### src/rtl/sdhc_cmd_pkg.sv
package sdhc_cmd_pkg;

    typedef enum logic [1:0] {
        CS_IDLE = 2'd0,
        CS_WAIT = 2'd1,
        CS_EVAL = 2'd2
    } cmd_state_e;

    localparam int REG_W = 16;

    localparam logic [3:0] A_CMD  = 4'd0;
    localparam logic [3:0] A_ARGL = 4'd1;
    localparam logic [3:0] A_ARGH = 4'd2;
    localparam logic [3:0] A_STAT = 4'd3;
    localparam int         A_RSP0 = 8;

    localparam int F_INIT   = 7;
    localparam int F_RT_LSB = 8;
    localparam int F_BUSY   = 11;
    localparam int F_CT_LSB = 12;
    localparam int F_DIR    = 15;

    localparam logic [2:0] RT_R1 = 3'd1;
    localparam logic [2:0] RT_R2 = 3'd2;
    localparam logic [2:0] RT_R3 = 3'd3;
    localparam logic [2:0] RT_R6 = 3'd6;

    localparam logic [1:0] CT_DATA = 2'd1;

    localparam int S_DONE = 0;
    localparam int S_STOP = 2;
    localparam int S_TMO  = 7;
    localparam int S_CERR = 14;

    localparam logic [5:0]  IDX_STOP      = 6'd12;
    localparam logic [31:0] CARD_ERR_MASK = 32'hFDF9_0000;

endpackage

### src/rtl/sdhc_rsp_bytes.sv
module sdhc_rsp_bytes #(
    parameter int NB = 16,
    localparam int PW = $clog2(NB + 1)
) (
    input  logic               clk,
    input  logic               rst_n,
    input  logic               clr,
    input  logic               wr_en,
    input  logic [7:0]         wr_byte,
    output logic [NB-1:0][7:0] bytes_o
);

    logic [NB-1:0][7:0] mem_d, mem_q;
    logic [PW-1:0]      ptr_d, ptr_q;

    always_comb begin
        mem_d = mem_q;
        ptr_d = ptr_q;
        if (clr) begin
            mem_d = '0;
            ptr_d = '0;
        end else if (wr_en && (ptr_q < PW'(NB))) begin
            for (int i = 0; i < NB; i++) begin
                if (ptr_q == PW'(i)) mem_d[i] = wr_byte;
            end
            ptr_d = ptr_q + 1'b1;
        end
    end

    always_ff @(posedge clk or negedge rst_n) begin
        if (!rst_n) begin
            mem_q <= '0;
            ptr_q <= '0;
        end else begin
            mem_q <= mem_d;
            ptr_q <= ptr_d;
        end
    end

    assign bytes_o = mem_q;

endmodule

### src/rtl/sdhc_rsp_check.sv
module sdhc_rsp_check
    import sdhc_cmd_pkg::*;
#(
    parameter int CNT_W    = 5,
    parameter int LONG_LEN = 16
) (
    input  logic [2:0]       rtype,
    input  logic             busy_flag,
    input  logic [CNT_W-1:0] rcount,
    input  logic [31:0]      card_word,
    output logic             timeout,
    output logic             card_err,
    output logic             keep
);

    localparam int SHORT_LEN = 4;

    logic [CNT_W-1:0] need;
    logic             plain_r1, r1_busy;

    always_comb begin
        plain_r1 = (rtype == RT_R1) && !busy_flag;
        r1_busy  = (rtype == RT_R1) && busy_flag;
        case (rtype)
            RT_R1, RT_R3, RT_R6: need = CNT_W'(SHORT_LEN);
            RT_R2:               need = CNT_W'(LONG_LEN);
            default:             need = '0;
        endcase
        timeout  = (need != '0) && (rcount < need);
        keep     = (need != '0) && !timeout;
        card_err = (plain_r1 || r1_busy) && !timeout
                   && ((card_word & CARD_ERR_MASK) != 32'd0);
    end

endmodule

### src/rtl/sdhc_cmd_path.sv
module sdhc_cmd_path
    import sdhc_cmd_pkg::*;
#(
    parameter int RSP_BYTES = 16,
    localparam int CNT_W = $clog2(RSP_BYTES + 1)
) (
    input  logic             clk,
    input  logic             rst_n,
    input  logic             host_enable,
    input  logic             reg_we,
    input  logic [3:0]       reg_addr,
    input  logic [15:0]      reg_wdata,
    output logic [15:0]      reg_rdata,
    output logic             cmd_busy,
    output logic [15:0]      cmd_status,
    output logic             card_req,
    output logic [5:0]       card_idx,
    output logic [31:0]      card_arg,
    input  logic             rsp_valid,
    input  logic [7:0]       rsp_byte,
    input  logic             card_done,
    input  logic [CNT_W-1:0] rsp_count,
    output logic             xfer_start,
    output logic             xfer_active,
    output logic             xfer_dir,
    input  logic             xfer_end
);

    localparam int N_REGS = RSP_BYTES / 2;

    typedef struct packed {
        cmd_state_e                    st;
        logic [REG_W-1:0]              cmd;
        logic [REG_W-1:0]              arg_lo;
        logic [REG_W-1:0]              arg_hi;
        logic [REG_W-1:0]              stat;
        logic [N_REGS-1:0][REG_W-1:0]  rsp;
        logic                          req;
        logic [CNT_W-1:0]              cnt;
        logic                          xact;
        logic                          xdir;
        logic                          xstart;
    } ctl_t;

    ctl_t ctl_d, ctl_q;

    logic [RSP_BYTES-1:0][7:0] rb;
    logic                      accept, init_zero, buf_clr, buf_wr;
    logic                      chk_tmo, chk_err, chk_keep;

    assign accept    = reg_we && (reg_addr == A_CMD) && host_enable && (ctl_q.st == CS_IDLE);
    assign init_zero = reg_wdata[F_INIT] && (reg_wdata[5:0] == 6'd0);
    assign buf_clr   = accept && !init_zero;
    assign buf_wr    = rsp_valid && (ctl_q.st == CS_WAIT);

    sdhc_rsp_bytes #(.NB(RSP_BYTES)) u_bytes (
        .clk     (clk),
        .rst_n   (rst_n),
        .clr     (buf_clr),
        .wr_en   (buf_wr),
        .wr_byte (rsp_byte),
        .bytes_o (rb)
    );

    sdhc_rsp_check #(.CNT_W(CNT_W), .LONG_LEN(RSP_BYTES)) u_check (
        .rtype     (ctl_q.cmd[F_RT_LSB +: 3]),
        .busy_flag (ctl_q.cmd[F_BUSY]),
        .rcount    (ctl_q.cnt),
        .card_word ({rb[0], rb[1], rb[2], rb[3]}),
        .timeout   (chk_tmo),
        .card_err  (chk_err),
        .keep      (chk_keep)
    );

    always_comb begin
        ctl_d        = ctl_q;
        ctl_d.xstart = 1'b0;

        if (reg_we && (reg_addr == A_ARGL)) ctl_d.arg_lo = reg_wdata;
        if (reg_we && (reg_addr == A_ARGH)) ctl_d.arg_hi = reg_wdata;
        if (reg_we && (reg_addr == A_STAT)) ctl_d.stat   = ctl_q.stat & ~reg_wdata;
        if (xfer_end) ctl_d.xact = 1'b0;

        case (ctl_q.st)
            CS_IDLE: begin
                if (accept) begin
                    ctl_d.cmd = reg_wdata;
                    ctl_d.rsp = '0;
                    if (init_zero) begin
                        ctl_d.stat[S_DONE] = 1'b1;
                    end else begin
                        ctl_d.st  = CS_WAIT;
                        ctl_d.req = 1'b1;
                        if (reg_wdata[F_CT_LSB +: 2] == CT_DATA) begin
                            ctl_d.xact   = 1'b1;
                            ctl_d.xdir   = reg_wdata[F_DIR];
                            ctl_d.xstart = 1'b1;
                        end else begin
                            ctl_d.xact = 1'b0;
                        end
                    end
                end
            end
            CS_WAIT: begin
                if (card_done) begin
                    ctl_d.req = 1'b0;
                    ctl_d.cnt = rsp_count;
                    ctl_d.st  = CS_EVAL;
                end
            end
            CS_EVAL: begin
                ctl_d.stat[S_CERR] = chk_err;
                if (chk_tmo) begin
                    ctl_d.stat[S_TMO] = 1'b1;
                end else begin
                    ctl_d.stat[S_DONE] = 1'b1;
                    if (ctl_q.cmd[5:0] == IDX_STOP) ctl_d.stat[S_STOP] = 1'b1;
                end
                if (chk_keep) begin
                    for (int k = 0; k < N_REGS; k++) begin
                        ctl_d.rsp[N_REGS-1-k] = {rb[2*k], rb[2*k+1]};
                    end
                end
                ctl_d.st = CS_IDLE;
            end
            default: ctl_d.st = CS_IDLE;
        endcase
    end

    always_ff @(posedge clk or negedge rst_n) begin
        if (!rst_n) ctl_q <= '0;
        else        ctl_q <= ctl_d;
    end

    always_comb begin
        reg_rdata = '0;
        case (reg_addr)
            A_CMD:   reg_rdata = ctl_q.cmd;
            A_ARGL:  reg_rdata = ctl_q.arg_lo;
            A_ARGH:  reg_rdata = ctl_q.arg_hi;
            A_STAT:  reg_rdata = ctl_q.stat;
            default: begin
                for (int k = 0; k < N_REGS; k++) begin
                    if (reg_addr == 4'(A_RSP0 + k)) reg_rdata = ctl_q.rsp[k];
                end
            end
        endcase
    end

    assign cmd_busy    = (ctl_q.st != CS_IDLE);
    assign cmd_status  = ctl_q.stat;
    assign card_req    = ctl_q.req;
    assign card_idx    = ctl_q.cmd[5:0];
    assign card_arg    = {ctl_q.arg_hi, ctl_q.arg_lo};
    assign xfer_start  = ctl_q.xstart;
    assign xfer_active = ctl_q.xact;
    assign xfer_dir    = ctl_q.xdir;

endmodule

### config.mk
export PLATFORM = sky130hd
export DESIGN_NAME = sdhc_cmd_path
export DESIGN_NICKNAME = d
export VERILOG_FILES = /design/src/rtl/sdhc_cmd_pkg.sv /design/src/rtl/sdhc_rsp_bytes.sv /design/src/rtl/sdhc_rsp_check.sv /design/src/rtl/sdhc_cmd_path.sv
export SDC_FILE = /design/constraint.sdc
export NUM_CORES = 1
export LEC_CHECK = 0
export BUFFER_PORTS_ARGS = -buffer_cell sky130_fd_sc_hd__buf_4
export CAP_MARGIN = 10
export CORE_ASPECT_RATIO = 1.75
export CORE_MARGIN = 1.5
export CORE_UTILIZATION = 30
export DETAILED_ROUTE_END_ITERATION = 7
export PLACE_DENSITY = 0.55
export SLEW_MARGIN = 5
export SYNTH_ARGS = -nofsm -noshare
export SYNTH_HDL_FRONTEND = slang
export SYNTH_SLANG_ARGS = --single-unit
### constraint.sdc
create_clock -name clk -period 2.74 [get_ports clk]
set_input_delay 0.137 -clock clk [delete_from_list [all_inputs] [get_ports clk]]
set_output_delay 0.137 -clock clk [all_outputs]
set_load 0.02 [all_outputs]
==> results of run 1 <==
## logic make-up (layout without fill, tap and decap cells)
kind of cell             count (synthesis)  count (layout)  share of synthesized area
flip-flops                             334             334                      0.565
AND/OR/NAND/NOR                        286             286                     0.0834
AO/OA/AOI/OAI                          201             201                      0.111
adder cells (fa/ha/maj)                  6               6                    0.00507
buffers and inverters                  144             259                     0.0614
multiplexers                           204             204                      0.173
XOR/XNOR                                 3               3                    0.00178
## what timing repair did
action                    in CTS  in global routing
resized for setup              0                  0
hold endpoints to repair     223                  0
hold buffers                  31                  0
## final timing paths
| check | to | slack, ps | depth (start not counted) |
|---|---|---|---|
| min reg2reg | ctl_q[197]$_DFFE_PN0P_ | 480 | 2 |
| max reg2reg | ctl_q[113]$_DFFE_PN0P_ | 180 | 7 |
| max | reg_rdata[12] | 130 | 6 |
| max in group asynchronous | ctl_q[191]$_DFFE_PN0P_ | 1720 | 3 |
| min | xfer_start$_DFF_PN0_ | 40 | 4 |
| min in group asynchronous | u_bytes.bytes_o[18]$_DFFE_PN0P_ | 150 | 2 |
## cells in the final DEF, fill, tap and decap left out, types with 14 or more instances in the layout
cell                              n
sky130_fd_sc_hd__clkbuf_16       29
sky130_fd_sc_hd__mux2_2          47
sky130_fd_sc_hd__dfrtp_1        334
sky130_fd_sc_hd__a22o_1         128
sky130_fd_sc_hd__nand3_1         24
sky130_fd_sc_hd__buf_12          14
sky130_fd_sc_hd__nor2_1         137
sky130_fd_sc_hd__mux2i_1        120
sky130_fd_sc_hd__mux4_2          37
sky130_fd_sc_hd__nand2_1         83
sky130_fd_sc_hd__buf_4          154
sky130_fd_sc_hd__a221o_1         15
sky130_fd_sc_hd__a21oi_1         23
sky130_fd_sc_hd__dlygate4sd3_1   31
## sequential cells by signal (all words and copies together), names as in the netlist
| register | count |
|---|---|
| card_arg | 32 |
| ctl_q | 143 |
| xfer_active | 1 |
| card_idx | 6 |
| card_req | 1 |
| cmd_status | 16 |
| u_bytes.bytes_o | 128 |
| u_bytes.ptr_q | 5 |
| xfer_dir | 1 |
| xfer_start | 1 |
## through the flow
| stage | setup slack (ps) | hold WS (ps) | utilization | cell area [µm²] |
|---|---|---|---|---|
| after floorplan | 290 | -159 | - | 14800 |
| after global placement | 252 | 190 | 0.332 | 16200 |
| after detailed placement | 217 | 186 | 0.332 | 16200 |
| after CTS | 44.3 | 27.0 | 0.361 | 17600 |
| after global routing | 113 | 48.0 | 0.361 | 17600 |
| final | 130 | 41.6 | 0.361 | 17600 |
## area by class of cell
class,count,area [µm²],area share
clock inverters,17,255,0.0145
inverters,5,18.8,0.00107
well taps,654,818,0.0465
clock buffers,37,816,0.0464
multi-input cells,700,5550,0.316
flip-flops and latches,334,8360,0.475
repair buffers,200,1760,0.100
## report_power, final
group	total, mW	switching [mW]	internal, mW	leakage (nW)
registers	5.35	0.200	5.15	4.58
logic	1.42	0.802	0.616	4.07
clock network	4.62	1.94	2.68	0.513
total	11.4	2.94	8.44	9.16
## worst max-delay path: cells and delay by family (launching register included)
| kind | cells | cell delay, ps |
|---|---|---|
| multiplexers | 1 | 270 |
| flip-flops | 1 | 400 |
| buffers and inverters | 2 | 350 |
| AO/OA/AOI/OAI | 3 | 890 |
## metal layers
layer | vias to the layer above | routed length, µm | GRT usage
met5 | - | 0 | 0
met4 | 0 | 1710 | 0.0691
met3 | 69 | 1660 | 0.0201
met2 | 262 | 22900 | 0.318
met1 | 5138 | 15800 | 0.189
li1 | 4374 | - | -
==> run_results.csv, run 1 <==
group,metric,value,unit
critical_path,crit_type,"flop to output port",
run,max_cap_viol_count,0,
status,outcome,"finished, final reports clean",
placement,placement.io_buffers,112,
grt,grt_pass1_vias,10300,
floorplanning,coreArea,0.0487,mm²
critical_path,worst_path_most_repeated_cell,"sky130_fd_sc_hd__buf_4",
logic_synthesis,synth_async_sr_flop_share,1.00,
floorplanning,die_height,297,µm
logic_synthesis,post_syn_instances,1178,
critical_path,critPathMaxFanout,2,
logic_synthesis,syn-num-nets,1224,
cts,cts.repair_timing.setup_buffer_count,0,
timing,number_of_setup_violations_in_the_final_report,0,
timing,final.period_utilization,0.952,
grt,antenna_found_initial,0,
floorplanning,initial_utilization,0.304,
grt,gr-usage-all-layers,0.169,
timing,fin_skew,28.2,ps
critical_path,crit_path_max_incr_delay,420,ps
logic_synthesis,synth_cell_types,46,
logic_synthesis,post_synth_instance_area,0.0148,mm²
logic_synthesis,netlist.top_cell.by_area,"sky130_fd_sc_hd__dfrtp_1",
grt,overflow,0,
logic_synthesis,synth.area.top_cells,"sky130_fd_sc_hd__dfrtp_1, sky130_fd_sc_hd__mux2i_1, sky130_fd_sc_hd__a22o_1",
routing,route.detailed.vias_per_inst,5.06,
logic_synthesis,synth-seq-area-share,0.565,
power,total_power,11.4,mW
critical_path,critical-path-slowest-cell,"sky130_fd_sc_hd__a22oi_1",
logic_synthesis,synth_edf_count,0,
floorplanning,floorplan.die_area,0.0507,mm²
logic_synthesis,synth_top_cells_by_count,"sky130_fd_sc_hd__dfrtp_1, sky130_fd_sc_hd__nor2_1, sky130_fd_sc_hd__a22o_1",
timing,maxSlewViolCount,0,
timing,final_hold_violation_count,0,
critical_path,worstPathRequired,2600,ps
finish,final_instance_count_without_filler_cells,1947,
critical_path,timing.critical_path.cells,"mux2_2 > a22oi_1 > a21oi_1 > buf_4 > a221o_1 > buf_4",
logic_synthesis,syn_avg_cell_area,12.6,µm²
cts,clkSlewWorstSetupHoldPaths,70,ps
power,power.density,647,mW/mm²
logic_synthesis,synth_ff_type,"sky130_fd_sc_hd__dfrtp_1",
timing,unrepaired_setup_endpoints_after_global_routing,"no",
routing,wl,42100,µm
placement,dp_hpwl,28700,µm
timing,fmax,383,MHz
timing,worst_slew_pin_slew,1070,ps
cts,worstSkewPairLatency,590,ps
cts,ctsHtreeMaxLevel,1,
finish,layout-area-overhead-vs-synth,18.8,%
finish,drive_above_1_share,0.242,
critical_path,setup.worst_path.end_class,"output port",
critical_path,timing.critical_path.from,"ctl_q[117]$_DFFE_PN0P_",
cts,ctsLongestPathBuffers,3,
timing,relSlewSlack,0.289,
floorplanning,floorplan.rows,107,
critical_path,worstPathArrival,2470,ps
cts,tritoncts,"done",
floorplanning,floorplan.io_pins,115,
routing,remaining_antenna_violation_count,0,
cts,cts_num_sinks,334,
finish,design.final.nets,1316,
routing,dr_total_vias,9843,
timing,final.min_clock_period,2610,ps
finish,nFillCells,4804,
placement,placed_cells_incl_taps,1862,
logic_synthesis,number_of_storage_elements_in_the_synthesis_netlist,334,
placement,gpl.final_weighted_congestion,0.821,
worst_hold_path,holdCritStartpoint,"reg_we",
routing,detail_route.drc_violations,0,
power,peakVddDrop,0.000330,V
logic_synthesis,synth.most_common_cell,"sky130_fd_sc_hd__dfrtp_1",
cts,ctsRootBufferMaster,"sky130_fd_sc_hd__clkbuf_16",
routing,drt-pass1-iter-count,4,
logic_synthesis,yosys_warnings,0,
grt,first_pass_grt_wire_length,65000,µm
power,power_leakage,9.16,nW
worst_hold_path,min-delay-path-class,"input pin to flop",
routing,routedWlPerCell,21.6,µm
floorplanning,die-width,171,µm
finish,n_antenna_cell,0,
logic_synthesis,synth_top_area_frac,0.565,
cts,cts-buffers-inserted,29,
grt,largest_net_degree_at_the_start_of_global_routing,82,
critical_path,critical_path.startpoint_type,"flop",
critical_path,r2r-start,"ctl_q[195]$_DFFE_PN0P_",
timing,finalSetupTns,0,ps
routing,dr.first_iter.drc_count,548,
Note: power is estimated with default switching activity, not from simulation.
==> run 2: changes to the inputs <==
--- a/config.mk
+++ b/config.mk
@@ -11,7 +11,7 @@
 export CORE_MARGIN = 1.5
 export CORE_UTILIZATION = 30
 export DETAILED_ROUTE_END_ITERATION = 7
-export PLACE_DENSITY = 0.55
+export PLACE_DENSITY = 0.56
 export SLEW_MARGIN = 5
 export SYNTH_ARGS = -nofsm -noshare
 export SYNTH_HDL_FRONTEND = slang
==> constraint.sdc (replaced) <==
create_clock -name clk -period 2.4 [get_ports clk]
set_input_delay 0.12 -clock clk [delete_from_list [all_inputs] [get_ports clk]]
set_output_delay 0.12 -clock clk [all_outputs]
set_load 0.02 [all_outputs]
==> run 2 against run 1 <==
Clock power is 18% higher. Register-to-register slack worse by 130 ps. Design area up 1.8%. Routed wire length increased by 0.22%. Largest cell class unchanged.
==> run_results.csv, run 2 (synthesis gave the netlist of run 1 again) <==
group,metric,value,unit
worst_hold_path,hold_depth,4,
timing,worst_slew_pin_slew,720,ps
critical_path,timing.critical_path.cells,"mux2_2 > a22oi_2 > a21oi_1 > a221o_1 > buf_4",
placement,dp_hpwl,28900,µm
grt,grt_pass1_vias,10000,
critical_path,critical-path-slowest-cell,"sky130_fd_sc_hd__dfrtp_1",
finish,final_instance_count_without_filler_cells,1970,
critical_path,critPathMaxFanout,2,
routing,dr.first_iter.drc_count,634,
run,max_cap_viol_count,0,
grt,antenna_found_initial,0,
finish,nFillCells,4738,
timing,final.min_clock_period,2360,ps
timing,finalSetupTns,0,ps
cts,ctsLongestPathBuffers,3,
routing,remaining_antenna_violation_count,0,
finish,final_design_area_no_fill,0.0179,mm²
critical_path,crit-reg2reg-capture,"ctl_q[120]$_DFFE_PN0P_",
grt,largest_net_degree_at_the_start_of_global_routing,81,
power,power.density,737,mW/mm²
grt,gr-usage-all-layers,0.168,
routing,routedWlPerCell,21.4,µm
routing,drt-pass1-iter-count,5,
critical_path,r2r_cells,6,
floorplanning,floorplan.rows,107,
cts,worstSkewPairLatency,580,ps
placement,post_dp_cell_area,0.0164,mm²
timing,final.setup.worst_slack,40.1,ps
finish,drive_above_1_share,0.263,
timing,final_hold_violation_count,0,
worst_hold_path,holdCritStartpoint,"reg_we",
worst_hold_path,min-delay-path-class,"input pin to flop",
power,power_leakage,9.31,nW
critical_path,cpLargestDelayFamily,"compound AO/OA/AOI/OAI gates",
floorplanning,floorplan.io_pins,115,
critical_path,critical_path.startpoint_type,"flop",
timing,final.period_utilization,0.983,
grt,first_pass_grt_wire_length,64200,µm
placement,placement.io_buffers,112,
routing,dr_total_vias,9805,
cts,clkSlewWorstSetupHoldPaths,70,ps
grt,overflow,0,
cts,ctsRootBufferMaster,"sky130_fd_sc_hd__clkbuf_16",
timing,fmax,424,MHz
power,peakVddDrop,0.000425,V
worst_hold_path,holdPathEnd,"card_req$_DFFE_PN0P_",
placement,placement_stage_worst_setup_slack,43.0,ps
cts,tritoncts,"done",
floorplanning,initial_utilization,0.304,
finish,max_ffs_per_register,143,
timing,fin_skew,26.5,ps
floorplanning,die-width,171,µm
floorplanning,coreArea,0.0487,mm²
finish,n_antenna_cell,0,
critical_path,setup.worst_path.end_class,"output port",
power,total_power,13.2,mW
critical_path,crit_type,"flop to output port",
floorplanning,die_height,297,µm
routing,wl,42200,µm
routing,route.detailed.vias_per_inst,4.98,
finish,finalCoreUtilization,0.367,
critical_path,crit_path_max_incr_delay,380,ps
timing,minimum_hold_slack,18.5,ps
placement,placed_cells_incl_taps,1882,
finish,final_common_cell,"sky130_fd_sc_hd__dfrtp_1",
finish,top_register,"ctl_q",
finish,design.final.nets,1339,
timing,number_of_setup_violations_in_the_final_report,0,
finish,layout-area-overhead-vs-synth,20.9,%
timing,relSlewSlack,0.520,
timing,maxSlewViolCount,0,
floorplanning,floorplan.die_area,0.0507,mm²
status,outcome,"finished, final reports clean",
critical_path,worst-path-buf-inv,1,
placement,gpl.final_weighted_congestion,0.838,
critical_path,worstPathArrival,2240,ps
critical_path,worstPathRequired,2280,ps
cts,ctsHtreeMaxLevel,1,
critical_path,rrSetupSlack,50,ps
cts,cts_num_sinks,334,
cts,cts-buffers-inserted,29,
routing,detail_route.drc_violations,0,
critical_path,r2r-start,"ctl_q[195]$_DFFE_PN0P_",
finish,layout_common_cells,"sky130_fd_sc_hd__dfrtp_1, sky130_fd_sc_hd__buf_4, sky130_fd_sc_hd__nor2_1",
run 2: cell count changes in the layout (fill, tap and decap cells not counted), moves of 3 or more:
| cell | before | now |
|---|---|---|
| sky130_fd_sc_hd__buf_4 | 154 | 172 |
| sky130_fd_sc_hd__buf_12 | 14 | 19 |
| sky130_fd_sc_hd__a22oi_1 | 11 | 7 |
| sky130_fd_sc_hd__a22oi_2 | 0 | 4 |
| sky130_fd_sc_hd__clkinv_2 | 4 | 8 |
| sky130_fd_sc_hd__clkinvlp_4 | 5 | 1 |
| sky130_fd_sc_hd__a21oi_1 | 23 | 20 |
| sky130_fd_sc_hd__a21oi_2 | 0 | 3 |
run 2: layer usage:
metal / global-route usage / wire length [µm] / up-vias
met5: 0 / 0 / -
met4: 0.0766 / 1900 / 0
met3: 0.0173 / 1600 / 73
met2: 0.311 / 23000 / 256
met1: 0.190 / 15700 / 5056
li1: - / - / 4420
run 2: worst reg2reg max path, delay by kind of cell (launching register included):
family	cells	cell delay, ps
adders and majority gates	1	180
AOI/OAI and AO/OA	1	260
buffers and inverters	1	210
DFF	1	390
and+or+nand+nor	3	1190
run 2: what timing repair did:
action                                 in CTS  in global routing
hold buffers                               31                  0
endpoints found under the hold margin     245                  0
resized for setup                           3                  5
buffers inserted                            0                  3
pin swaps                                   0                  2
setup endpoints to repair                   3                131
run 2: area by class of cell:
class                   count  area (µm²)  area share
flip-flops and latches    334        8360       0.467
well taps                 654         818      0.0457
repair buffers            223        2000       0.112
inverters                   5        18.8     0.00105
multi-input cells         700        5610       0.313
clock inverters            19         313      0.0175
clock buffers              35         788      0.0440
run 2: where the power goes:
group	internal, mW	switching [mW]	leakage, nW
Clock	3.21	2.22	0.544
Combinational	0.732	0.922	4.19
Sequential	5.88	0.231	4.58
run 2: how the worst max path moves through the flow:
stage                                       from                     end  slack (ps)  depth (start not counted)
after floorplan           ctl_q[193]$_DFFE_PN0P_  ctl_q[104]$_DFFE_PN0P_          80                          8
after global placement    ctl_q[195]$_DFFE_PN0P_   ctl_q[80]$_DFFE_PN0P_          70                          6
after detailed placement  ctl_q[195]$_DFFE_PN0P_   ctl_q[79]$_DFFE_PN0P_          40                          6
after CTS                 ctl_q[107]$_DFFE_PN0P_            reg_rdata[2]           7                          5
after global routing      ctl_q[195]$_DFFE_PN0P_  ctl_q[126]$_DFFE_PN0P_         -30                          9
final                     ctl_q[112]$_DFFE_PN0P_            reg_rdata[7]          40                          5
